[src/rtl/rate_conv_pkg.sv]
package rate_conv_pkg;

  // Strobes passed from the ratio control to the counting datapath
  typedef struct packed {
    logic advance;
  } convStrobe_t;

  typedef enum logic {
    TIMING_60 = 1'b0,
    TIMING_50 = 1'b1
  } timingSel_t;

  // Numerator: coprocessor cycles per second scaled by its multiplier
  function automatic longint calcNum(input longint cpuRate, input longint mult);
    return cpuRate * mult;
  endfunction

  // Denominator: master clocks per second for a timing set
  function automatic longint calcDen(input longint perLine, input longint lines,
                                     input longint fps);
    return perLine * lines * fps;
  endfunction

  function automatic longint maxOf(input longint a, input longint b);
    return (a > b) ? a : b;
  endfunction

endpackage

[src/rtl/rate_conv_ctrl.sv]
module rate_conv_ctrl
  import rate_conv_pkg::*;
#(
  parameter longint NUM   = 1025280,
  parameter longint DEN_A = 21442080,
  parameter longint DEN_B = 21278400,
  parameter int     ACC_W = 26
) (
  input  logic        clk,
  input  logic        rst,
  input  timingSel_t  timingSel,
  output convStrobe_t strobe
);

  localparam logic [ACC_W-1:0] NUM_V   = ACC_W'(NUM);
  localparam logic [ACC_W-1:0] DEN_A_V = ACC_W'(DEN_A);
  localparam logic [ACC_W-1:0] DEN_B_V = ACC_W'(DEN_B);

  logic [ACC_W-1:0] accQ;
  logic [ACC_W-1:0] sumNext;
  logic [ACC_W-1:0] denSel;
  logic [ACC_W-1:0] accNext;
  logic             hit;
  logic             enQ;

  // Mode is looked at every edge; no history of the previous mode is kept
  always_comb begin
    unique case (timingSel)
      TIMING_50: denSel = DEN_B_V;
      default:   denSel = DEN_A_V;
    endcase
  end

  always_comb begin
    sumNext = accQ + NUM_V;
    hit     = (sumNext >= denSel);
    accNext = hit ? (sumNext - denSel) : sumNext;
  end

  always_ff @(posedge clk) begin
    if (rst) begin
      accQ <= '0;
      enQ  <= 1'b0;
    end else begin
      accQ <= accNext;
      enQ  <= hit;
    end
  end

  assign strobe.advance = enQ;

endmodule

[src/rtl/rate_conv_dp.sv]
module rate_conv_dp
  import rate_conv_pkg::*;
#(
  parameter int CNT_W   = 32,
  parameter int DSP_DIV = 32
) (
  input  logic             clk,
  input  logic             rst,
  input  convStrobe_t      strobe,
  output logic [CNT_W-1:0] cycleCnt,
  output logic             divTick
);

  localparam int DIV_W = $clog2(DSP_DIV);

  logic [CNT_W-1:0] cntQ;
  logic             lowZero;

  generate
    if (DIV_W == 0) begin : g_nodiv
      assign lowZero = 1'b1;
    end else begin : g_div
      assign lowZero = (cntQ[DIV_W-1:0] == '0);
    end
  endgenerate

  always_ff @(posedge clk) begin
    if (rst) begin
      cntQ <= '0;
    end else if (strobe.advance) begin
      cntQ <= cntQ + CNT_W'(1);
    end
  end

  assign divTick  = strobe.advance & lowZero;
  assign cycleCnt = cntQ;

endmodule

[src/rtl/rate_conv.sv]
module rate_conv
  import rate_conv_pkg::*;
#(
  parameter longint CPU_RATE   = 32040,
  parameter longint CPU_MULT   = 32,
  parameter longint CLK_PER_LN = 1364,
  parameter longint LINES_60   = 262,
  parameter longint LINES_50   = 312,
  parameter longint FPS_60     = 60,
  parameter longint FPS_50     = 50,
  parameter int     CNT_W      = 32,
  parameter int     DSP_DIV    = 32
) (
  input  logic             clk,
  input  logic             rst,
  input  logic             palMode,
  output logic             cpuEn,
  output logic             dspTick,
  output logic [CNT_W-1:0] cpuCycles
);

  localparam longint NUM   = calcNum(CPU_RATE, CPU_MULT);
  localparam longint DEN60 = calcDen(CLK_PER_LN, LINES_60, FPS_60);
  localparam longint DEN50 = calcDen(CLK_PER_LN, LINES_50, FPS_50);
  localparam int     ACC_W = $clog2(maxOf(DEN60, DEN50) + NUM) + 1;

  convStrobe_t strobe;
  timingSel_t  timingSel;

  assign timingSel = palMode ? TIMING_50 : TIMING_60;

  rate_conv_ctrl #(
    .NUM  (NUM),
    .DEN_A(DEN60),
    .DEN_B(DEN50),
    .ACC_W(ACC_W)
  ) ctrl_i (
    .clk      (clk),
    .rst      (rst),
    .timingSel(timingSel),
    .strobe   (strobe)
  );

  rate_conv_dp #(
    .CNT_W  (CNT_W),
    .DSP_DIV(DSP_DIV)
  ) dp_i (
    .clk     (clk),
    .rst     (rst),
    .strobe  (strobe),
    .cycleCnt(cpuCycles),
    .divTick (dspTick)
  );

  assign cpuEn = strobe.advance;

endmodule

[config.mk]
export PLATFORM = sky130hd
export DESIGN_NAME = rate_conv
export DESIGN_NICKNAME = d
export VERILOG_FILES = /design/src/rtl/rate_conv_pkg.sv /design/src/rtl/rate_conv_ctrl.sv /design/src/rtl/rate_conv_dp.sv /design/src/rtl/rate_conv.sv
export SDC_FILE = /design/constraint.sdc
export NUM_CORES = 1
export LEC_CHECK = 0
export CELL_PAD_IN_SITES_DETAIL_PLACEMENT = 1
export CELL_PAD_IN_SITES_GLOBAL_PLACEMENT = 1
export CORE_MARGIN = 1
export CORE_UTILIZATION = 51
export DETAILED_ROUTE_END_ITERATION = 16
export DONT_BUFFER_PORTS = 1
export PLACE_DENSITY = 0.89
export SYNTH_ARGS = -nofsm -noshare
export SYNTH_HDL_FRONTEND = slang
export SYNTH_SLANG_ARGS = --single-unit
[constraint.sdc]
create_clock -name clk -period 8.8 [get_ports clk]
set_clock_uncertainty 0.2 [all_clocks]
set_input_delay 1.76 -clock clk [delete_from_list [all_inputs] [get_ports clk]]
set_output_delay 1.76 -clock clk [all_outputs]
set_load 0.05 [all_outputs]
==> qor.yml, run 1 <==
yosys:
  ys_ff_latch: 54
  synthDistinctLibCells: 54
  ys_seq_area_share_pct: 34.6
  syn_area_um2: 3120
  syn_area_per_cell_um2: 8.17
  synth_fp_nets: 397
  synth_flop_cell: "dfxtp_1"
  syn_inst: 382
  synthArstFlopShare_pct: 0
  yosys_warnings: 0
  synth-edff-count: 0
finish:
  drive_gt1_share_pct: 5.05
  finalNonFillerCells: 451
  areaGrowthSynthToFinish_pct: 3.69
  fin_util_pct: 54.7
  nNetsFinal: 391
  n_antenna_cell: 0
pwr:
  intPower_mw: 0.399
  seq_power_share_pct: 45.9
  switchingPower_mw: 0.225
  leakage_nw: 1.21
  p_comb_share_pct: 31.8
  peakVddDrop_mv: 0.0895
  swShare_pct: 36.1
  powerDensity_nw_per_um2: 193
  fin_total_pwr_mw: 0.625
  clkPwrFrac_pct: 22.3
worst_setup_path:
  critPathSlowestCell: "a221oi_4"
  worstSetupPathType: "in2reg"
  path_cells: "inv_1 -> ha_1 -> nor2b_1 -> o211ai_1 -> a221oi_1 -> nor3_1 -> o21a_2 -> a221oi_4 -> nand3b_2 -> or4_1 -> and3_1"
  cp_max_fo: 16
  end_kind: "flop"
  r2r_slack_ns: 4.43
  cp_slowest_stage_delay_ns: 0.65
  worstPathArrival_ns: 4.73
  start_kind: "primary input"
  required_ns: 8.82
clocking:
  cts_max_level: 2
  cts_hold_buf: 0
  cts_resized: 0
  cts_buffer_depth: 2
  cts.clk_slew.worst_paths_ns: 0.10
  worstSkewPairLatency_ns: 0.31
  postCtsSetupBuffers: 0
  cts.sinks: 54
  numCtsBuffers: 5
  cts-root-buf: "clkbuf_8"
  tritoncts: "done"
grt:
  antenna_found_initial: 0
  grt_pass1_vias: 2669
  grt_start_max_net_pins: 53
  grtUsageTotal_pct: 24.7
  overflow: 0
  grt_pass1_wl_um: 12300
timing:
  fin_crit_ns: 4.71
  hold_violations: 0
  setup_viol: 0
  min_period_over_period_pct: 53.5
  finalMaxSlewViolations: 0
  maxSlewHeadroom_pct: 50.4
  fmax_mhz: 212
  whs_ns: 0.306
  grt_setup_unrepaired: "false"
  setup_tns_ns: 0
  tightest_slew_ns: 0.744
drt:
  wl_um: 7630
  routed_via_density: 5.86
  drcViolationCount: 0
  vias: 2645
  first_pass_iters: 6
  route.detailed.wl_per_inst_um: 16.9
  drtIter0Drc: 60
  ant_nets: 0
floorplan:
  die_h_um: 80.2
  die_area_um2: 6440
  die_x_um: 80.2
  initial_core_util_pct: 52.7
  core_area_um2: 5920
  core.rowCount: 28
  pin_count: 37
outcome:
  status: "finished clean"
min_path:
  hold_class: "reg2reg"
place:
  dp.cells: 444
  gp_congestion: 0.819
  io_buffers: 0
  hpwlAfterDp_um: 5590
job:
  drv_cap: 0
==> critical path, delay by kind of cell <==
family / cells / cell delay (ns)
AO/OA/AOI/OAI: 4 / 1.31
buffers and inverters: 1 / 0.09
AND/OR/NAND/NOR: 5 / 1.24
adder cells (fa/ha/maj): 1 / 0.32
==> through the flow <==
stage	worst slack [ns]	instance area, µm²
final	4.09	3240
after global routing	3.95	3240
after CTS	4.10	3240
after detailed placement	3.76	3150
after global placement	3.94	3150
after floorplan	4.37	3120
==> worst paths after layout <==
| kind | startpoint | endpoint | depth (start not counted) |
|---|---|---|---|
| setup / recovery | palMode | ctrl_i.accQ[21]$_SDFF_PP0_ | 11 |
| hold / removal | ctrl_i.accQ[6]$_SDFFE_PP0P_ | ctrl_i.accQ[6]$_SDFFE_PP0P_ | 2 |
| setup reg to reg | ctrl_i.accQ[14]$_SDFF_PP0_ | ctrl_i.accQ[21]$_SDFF_PP0_ | 11 |
| hold reg to reg | ctrl_i.accQ[6]$_SDFFE_PP0P_ | ctrl_i.accQ[6]$_SDFFE_PP0P_ | 2 |
==> routing by layer <==
metal  global-route usage (%)  vias to the layer above  routed length, µm
met3                     5.23                       12                254
met4                     9.29                        0                142
met2                     42.5                       48               3770
met5                        0                        -                  0
met1                     29.9                     1287               3460
li1                         -                     1298                  -
==> kinds of logic (layout without fill, tap and decap cells) <==
logic type      count (synthesis)  count (layout)  synth area share [%]
mux                             4               4                  1.28
flops                          54              54                  34.6
compound gates                 65              65                  15.3
simple gates                  169             169                  25.4
fa+ha+maj                      12              12                  5.05
buf+inv                        25              19                  3.45
xor+xnor                       53              53                  14.9
==> power by group through the flow <==
stage | Sequential, mW | Combinational [mW] | Clock, mW
final | 0.287 | 0.199 | 0.139
after global routing | 0.291 | 0.214 | 0.152
after CTS | 0.286 | 0.196 | 0.143
after detailed placement | 0.292 | 0.194 | 0
after global placement | 0.290 | 0.184 | 0
after floorplan | 0.281 | 0.166 | 0
==> synthesized netlist by cell type (2+ instances only) <==
| cell type | count | area, µm² |
|---|---|---|
| buf_2 | 2 | 10.0 |
| or2_2 | 4 | 25.0 |
| nand2b_1 | 2 | 12.5 |
| or4_1 | 2 | 15.0 |
| and2_1 | 4 | 25.0 |
| nor3_1 | 6 | 30.0 |
| nor2b_1 | 2 | 12.5 |
| nand2_1 | 36 | 135 |
| o31ai_1 | 2 | 15.0 |
| o211ai_1 | 5 | 37.5 |
| clkbuf_1 | 9 | 33.8 |
| a211o_1 | 3 | 26.3 |
| xor2_1 | 31 | 272 |
| a21oi_1 | 14 | 70.1 |
| inv_1 | 12 | 45.0 |
| a211oi_1 | 5 | 37.5 |
| a311oi_1 | 2 | 17.5 |
| or3_1 | 6 | 37.5 |
| nor2_1 | 66 | 248 |
| ha_1 | 11 | 138 |
| xnor2_1 | 22 | 193 |
| dfxtp_1 | 54 | 1080 |
| and3_1 | 15 | 93.8 |
| o21a_1 | 2 | 15.0 |
| nor4_1 | 2 | 12.5 |
| o21ai_0 | 15 | 75.1 |
| nand3_1 | 15 | 75.1 |
| nand4_1 | 3 | 18.8 |
| mux2i_1 | 4 | 40.0 |
| a21o_1 | 2 | 15.0 |
==> state kept, by name, indices dropped and copies added (netlist names) <==
| signal | cells |
|---|---|
| ctrl_i.accQ | 21 |
| dp_i.cycleCnt | 32 |
| ctrl_i.strobe | 1 |
==> layout by cell type (no fill, tap or decap), types with 3 or more instances in the layout <==
cell / count
and2_1: 4
nand4_1: 3
mux2i_1: 4
ha_1: 11
nand3_1: 15
nand2_1: 36
a211oi_1: 5
nor2_1: 66
xnor2_1: 22
clkbuf_8: 5
inv_1: 12
or3_1: 6
or2_2: 4
a211o_1: 3
xor2_1: 31
a21oi_1: 14
o21ai_0: 15
dfxtp_1: 54
nor3_1: 6
o211ai_1: 5
and3_1: 15
==> layout make-up <==
class,instances,area (µm²)
Multi-Input combinational cell,303,1930
Inverter,12,45.0
Clock inverter,2,15.0
Fill cell,740,2680
Clock buffer,5,68.8
Sequential cell,54,1080
Tap cell,75,93.8
Power figures use the tool's default switching activity.
==> inputs of run 2 (changes only) <==
--- a/config.mk
+++ b/config.mk
@@ -8,10 +8,10 @@
 export CELL_PAD_IN_SITES_DETAIL_PLACEMENT = 1
 export CELL_PAD_IN_SITES_GLOBAL_PLACEMENT = 1
 export CORE_MARGIN = 1
-export CORE_UTILIZATION = 51
+export CORE_UTILIZATION = 43
 export DETAILED_ROUTE_END_ITERATION = 16
 export DONT_BUFFER_PORTS = 1
-export PLACE_DENSITY = 0.89
+export PLACE_DENSITY = 0.81
 export SYNTH_ARGS = -nofsm -noshare
 export SYNTH_HDL_FRONTEND = slang
 export SYNTH_SLANG_ARGS = --single-unit
==> constraint.sdc (replaced) <==
create_clock -name clk -period 3.9 [get_ports clk]
set_clock_uncertainty 0.2 [all_clocks]
set_input_delay 0.78 -clock clk [delete_from_list [all_inputs] [get_ports clk]]
set_output_delay 0.78 -clock clk [all_outputs]
set_load 0.05 [all_outputs]
==> run 2 against run 1 <==
Net effect: setup slack worse by 3.9 ns; cell count is 7.8% higher; power rose by 130%; critical path depth did not move; register-to-register slack got worse by 4.3 ns; largest power group unchanged; first-iteration DRC count grew 70%; flip-flop and latch count unchanged; worst hold slack better by 0.00076 ns; count of clock-buffer cells in the layout rose by 1; global-route usage down 3.2 points; die area grew 18%; combinational power grew 140%.
==> qor.yml, run 2 (same netlist as run 1, synthesis figures left out) <==
finish:
  n_antenna_cell: 0
  layout_common_cells: "nor2_1, dfxtp_1, nand2_1"
  final_common_cell: "nor2_1"
  fin_util_pct: 49.1
  areaGrowthSynthToFinish_pct: 8.66
  nNetsFinal: 404
  drive_gt1_share_pct: 9.49
  largest_reg_flops: 32
  finalNonFillerCells: 486
outcome:
  status: "finished clean"
worst_setup_path:
  worstSetupPathType: "reg2reg"
  r2r_slack_ns: 0.15
  cp_slowest_stage_delay_ns: 0.51
  critPathSlowestCell: "or4_1"
  start_kind: "flop"
  crit_buf_inv: 0
  critPathTopFamily: "simple AND/OR/NAND/NOR gates"
  end_kind: "flop"
  path_cells: "or3b_1 -> o31ai_1 -> xnor2_1 -> ha_1 -> nand3_1 -> or2_1 -> o21a_2 -> a221oi_4 -> nand3b_2 -> or4_1 -> and3_1"
  required_ns: 3.93
  worstPathArrival_ns: 3.78
  cp_max_fo: 7
drt:
  drtIter0Drc: 102
  routed_via_density: 5.44
  ant_nets: 0
  vias: 2643
  drcViolationCount: 0
  wl_um: 7670
  first_pass_iters: 4
  route.detailed.wl_per_inst_um: 15.8
pwr:
  peakVddDrop_mv: 0.178
  p_comb_share_pct: 32.6
  powerDensity_nw_per_um2: 431
  seq_power_share_pct: 43.5
  leakage_nw: 1.29
  swShare_pct: 35.3
  fin_total_pwr_mw: 1.46
  intPower_mw: 0.945
  clkPwrFrac_pct: 23.9
  switchingPower_mw: 0.516
grt:
  overflow: 0
  grt_busiest_layer: "met2"
  grt_pass1_vias: 2661
  grt_use_met2_pct: 37.6
  grt.met1_usage_pct: 27.3
  grt_start_max_net_pins: 53
  grtUsageTotal_pct: 21.5
  antenna_found_initial: 0
  grt_pass1_wl_um: 12800
  grt.met3_usage_pct: 4.08
clocking:
  cts_max_level: 2
  cts_buffer_depth: 2
  cts.sinks: 54
  numCtsBuffers: 5
  tritoncts: "done"
  worstSkewPairLatency_ns: 0.32
  cts_hold_buf: 0
  cts.clk_slew.worst_paths_ns: 0.10
  cts-root-buf: "clkbuf_8"
timing:
  finalMaxSlewViolations: 0
  fin_crit_ns: 3.75
  fmax_mhz: 267
  tightest_slew_ns: 0.670
  maxSlewHeadroom_pct: 55.2
  setup_viol: 0
  whs_ns: 0.307
  hold_violations: 0
  layout_setup_ws_ns: 0.150
  min_period_over_period_pct: 96.1
floorplan:
  pin_count: 37
  core_area_um2: 6910
  initial_core_util_pct: 45.2
  die_h_um: 87.2
  core.rowCount: 30
  die_area_um2: 7600
  die_x_um: 87.2
place:
  hpwlAfterDp_um: 5740
  dp.cells: 477
  place_ws_ns: 0.136
  gp_congestion: 0.806
  io_buffers: 0
job:
  drv_cap: 0
min_path:
  hold_class: "reg2reg"
==> run 2: final timing paths <==
kind | cells past startpoint | from | endpoint
worst min register to register | 2 | ctrl_i.accQ[5]$_SDFFE_PP0P_ | ctrl_i.accQ[5]$_SDFFE_PP0P_
worst max-delay path | 11 | ctrl_i.accQ[13]$_SDFF_PP0_ | ctrl_i.accQ[21]$_SDFF_PP0_
worst max register to register | 11 | ctrl_i.accQ[13]$_SDFF_PP0_ | ctrl_i.accQ[21]$_SDFF_PP0_
worst min-delay path | 2 | ctrl_i.accQ[5]$_SDFFE_PP0P_ | ctrl_i.accQ[5]$_SDFFE_PP0P_
==> run 2: worst reg2reg max path, delay by kind of cell, from the launching register on <==
kind	cells	cell delay, ns
xor gates and xnor gates	1	0.15
and+or+nand+nor	6	1.66
AOI/OAI and AO/OA	3	0.87
DFF	1	0.38
adders and majority gates	1	0.39
==> run 2: power groups by stage <==
stage,clock [mW],combinational (mW),sequential (mW)
2_1_floorplan,0,0.374,0.634
3_3_place_gp,0,0.444,0.645
3_5_place_dp,0,0.459,0.647
4_1_cts,0.357,0.465,0.634
5_1_grt,0.381,0.527,0.643
6_report,0.350,0.477,0.635
==> run 2: timing repair <==
action / CTS / global route
setup buffers: 0 / 1
endpoints found under the setup margin: 0 / 7
resized for setup: 0 / 5
==> run 2: layout make-up <==
cell class              count  area, µm²
repair buffers             13        101
fillers                   879       3510
clock buffers               6       82.6
clock inverters             2       16.3
inverters                  12       45.0
multi-input cells         303       1940
well taps                  96        120
flip-flops and latches     54       1080
==> run 2: layer usage <==
layer | vias up | part of all wire (%)
met1 | 1280 | 46
met2 | 29 | 50
li1 | 1325 | -
met4 | 0 | 1.1
met5 | - | 0
met3 | 9 | 2.6
==> run 2: metrics by stage <==
step | TNS [ns] | cell area (µm²)
6_report | 0 | 3390
3_3_place_gp | 0 | 3270
3_5_place_dp | 0 | 3270
5_1_grt | -0.0111 | 3390
2_1_floorplan | 0 | 3120
4_1_cts | 0 | 3370
==> inputs of run 3 (changes only) <==
--- a/config.mk
+++ b/config.mk
@@ -8,10 +8,10 @@
 export CELL_PAD_IN_SITES_DETAIL_PLACEMENT = 1
 export CELL_PAD_IN_SITES_GLOBAL_PLACEMENT = 1
 export CORE_MARGIN = 1
-export CORE_UTILIZATION = 43
+export CORE_UTILIZATION = 47
 export DETAILED_ROUTE_END_ITERATION = 16
 export DONT_BUFFER_PORTS = 1
-export PLACE_DENSITY = 0.81
+export PLACE_DENSITY = 0.84
 export SYNTH_ARGS = -nofsm -noshare
 export SYNTH_HDL_FRONTEND = slang
 export SYNTH_SLANG_ARGS = --single-unit
==> constraint.sdc (replaced) <==
create_clock -name clk -period 3.6 [get_ports clk]
set_clock_uncertainty 0.2 [all_clocks]
set_input_delay 0.72 -clock clk [delete_from_list [all_inputs] [get_ports clk]]
set_output_delay 0.72 -clock clk [all_outputs]
set_load 0.05 [all_outputs]
==> run 3 against run 2 <==
Net effect: clock power rose by 21%; flip-flop and latch count unchanged; setup slack got worse by 0.12 ns; combinational power increased by 40%; die area is 8.3% lower; sequential share of layout area fell by 2.2 points; critical path type unchanged; critical endpoint unchanged; largest cell class unchanged.
==> qor.yml, run 3 (same netlist as run 1, synthesis figures left out) <==
outcome:
  status: "finished clean"
grt:
  overflow: 0
  grt_start_max_net_pins: 53
  grtUsageTotal_pct: 25.2
  grt_pass1_wl_um: 14100
  grt_pass1_vias: 2909
  antenna_found_initial: 0
floorplan:
  core_area_um2: 6390
  core.rowCount: 29
  die_h_um: 83.5
  pin_count: 37
  die_area_um2: 6970
  die_x_um: 83.5
  initial_core_util_pct: 48.9
finish:
  drive_gt1_share_pct: 16.7
  nNetsFinal: 433
  layout_common_cells: "nor2_1, dfxtp_1, buf_4"
  areaGrowthSynthToFinish_pct: 17.2
  fin_util_pct: 57.3
  final_common_cell: "nor2_1"
  largest_reg_flops: 32
  finalNonFillerCells: 496
  n_antenna_cell: 0
timing:
  tightest_slew_ns: 0.707
  min_period_over_period_pct: 99.1
  hold_violations: 0
  finalMaxSlewViolations: 0
  maxSlewHeadroom_pct: 52.5
  fmax_mhz: 280
  fin_crit_ns: 3.57
  setup_viol: 0
clocking:
  cts_hold_buf: 0
  cts.sinks: 54
  cts-root-buf: "clkbuf_8"
  cts_max_level: 2
  cts_buffer_depth: 2
  cts.clk_slew.worst_paths_ns: 0.10
  numCtsBuffers: 5
  worstSkewPairLatency_ns: 0.32
  tritoncts: "done"
worst_setup_path:
  r2r_slack_ns: 0.03
  required_ns: 3.63
  worstReg2RegEnd: "ctrl_i.accQ[21]$_SDFF_PP0_"
  end_kind: "flop"
  cp_max_fo: 4
  cp-endpoint: "ctrl_i.accQ[21]$_SDFF_PP0_"
  start_kind: "flop"
  crit_start: "ctrl_i.accQ[9]$_SDFF_PP0_"
  worstPathArrival_ns: 3.60
  reg2regPathDepth: 14
  worstSetupPathType: "reg2reg"
  r2r_start: "ctrl_i.accQ[9]$_SDFF_PP0_"
pwr:
  powerDensity_nw_per_um2: 486
  fin_total_pwr_mw: 1.78
  peakVddDrop_mv: 0.275
  seq_power_share_pct: 38.7
  clkPwrFrac_pct: 23.8
  intPower_mw: 1.15
  switchingPower_mw: 0.629
  swShare_pct: 35.3
  p_comb_share_pct: 37.5
  leakage_nw: 1.46
drt:
  ant_nets: 0
  routed_via_density: 5.83
  vias: 2894
  wl_um: 9320
  drtIter0Drc: 131
  first_pass_iters: 4
  route.detailed.wl_per_inst_um: 18.8
  drcViolationCount: 0
place:
  dp.cells: 474
  io_buffers: 0
  gp_congestion: 0.809
  hpwlAfterDp_um: 6040
job:
  drv_cap: 0
min_path:
  hold_class: "in2reg"
  hold_path_depth: 1
[run 3: cell type report]
| cell class | instances | area [µm²] |
|---|---|---|
| repair buffers | 42 | 319 |
| well taps | 77 | 96.3 |
| inverters | 12 | 45.0 |
| clock buffers | 6 | 72.6 |
| multi-input cells | 303 | 2000 |
| flip-flops and latches | 54 | 1090 |
| fillers | 781 | 2730 |
| clock inverters | 2 | 37.5 |
[run 3: what timing repair did]
action | 4_1_cts | 5_1_grt
pin swaps | 4 | 7
endpoints found under the setup margin | 9 | 10
gates resized for setup | 14 | 4
setup buffers | 4 | 10
[run 3: worst min path at each step]
| stage | from | to | slack, ns |
|---|---|---|---|
| global placement | ctrl_i.accQ[6]$_SDFFE_PP0P_ | ctrl_i.accQ[6]$_SDFFE_PP0P_ | 0.28 |
| global route | rst | dp_i.cycleCnt[25]$_SDFFE_PP0P_ | 0.24 |
| finish | rst | dp_i.cycleCnt[27]$_SDFFE_PP0P_ | 0.25 |
| detailed placement | ctrl_i.accQ[5]$_SDFFE_PP0P_ | ctrl_i.accQ[5]$_SDFFE_PP0P_ | 0.29 |
| CTS | rst | ctrl_i.accQ[6]$_SDFFE_PP0P_ | 0.25 |
| floorplan | ctrl_i.accQ[6]$_SDFFE_PP0P_ | ctrl_i.accQ[6]$_SDFFE_PP0P_ | 0.27 |
[run 3: critical path, cell delays in order, from the launching register on]
cell      delay (ns)
dfxtp_4         0.38
ha_4            0.16
o211a_4         0.24
o21ai_2         0.11
nand2b_1        0.10
xnor2_2         0.17
ha_1            0.34
a21o_1          0.15
a21oi_2         0.08
o2111a_1        0.28
o21a_4          0.15
a221oi_4        0.32
nand3b_4        0.11
or4_1           0.52
and3_1          0.18
[run 3: power groups by stage]
| stage | clock, mW | sequential (mW) | combinational (mW) |
|---|---|---|---|
| 4_1_cts | 0.425 | 0.684 | 0.574 |
| 3_3_place_gp | 0 | 0.695 | 0.513 |
| 2_1_floorplan | 0 | 0.686 | 0.406 |
| 3_5_place_dp | 0 | 0.698 | 0.529 |
| 5_1_grt | 0.451 | 0.695 | 0.712 |
| 6_report | 0.424 | 0.688 | 0.667 |
[run 3: layer usage]
metal | track usage [%] | vias to the layer above | share of wire [%]
met1 | 31.8 | 1428 | 44
met5 | 0 | - | 0
met4 | 7.70 | 0 | 2.1
li1 | - | 1388 | -
met2 | 44.3 | 61 | 50
met3 | 3.86 | 17 | 3.1
[run 3: per-stage QoR]
step	instance area, µm²	hold WS, ns	setup slack, ns	TNS, ns
6_report	3660	0.253	0.0314	0
5_1_grt	3660	0.237	-0.105	-0.178
4_1_cts	3560	0.251	0.0240	0
3_5_place_dp	3370	0.292	-0.0819	-0.103
3_3_place_gp	3370	0.283	0.0683	0
2_1_floorplan	3120	0.269	0.00417	0
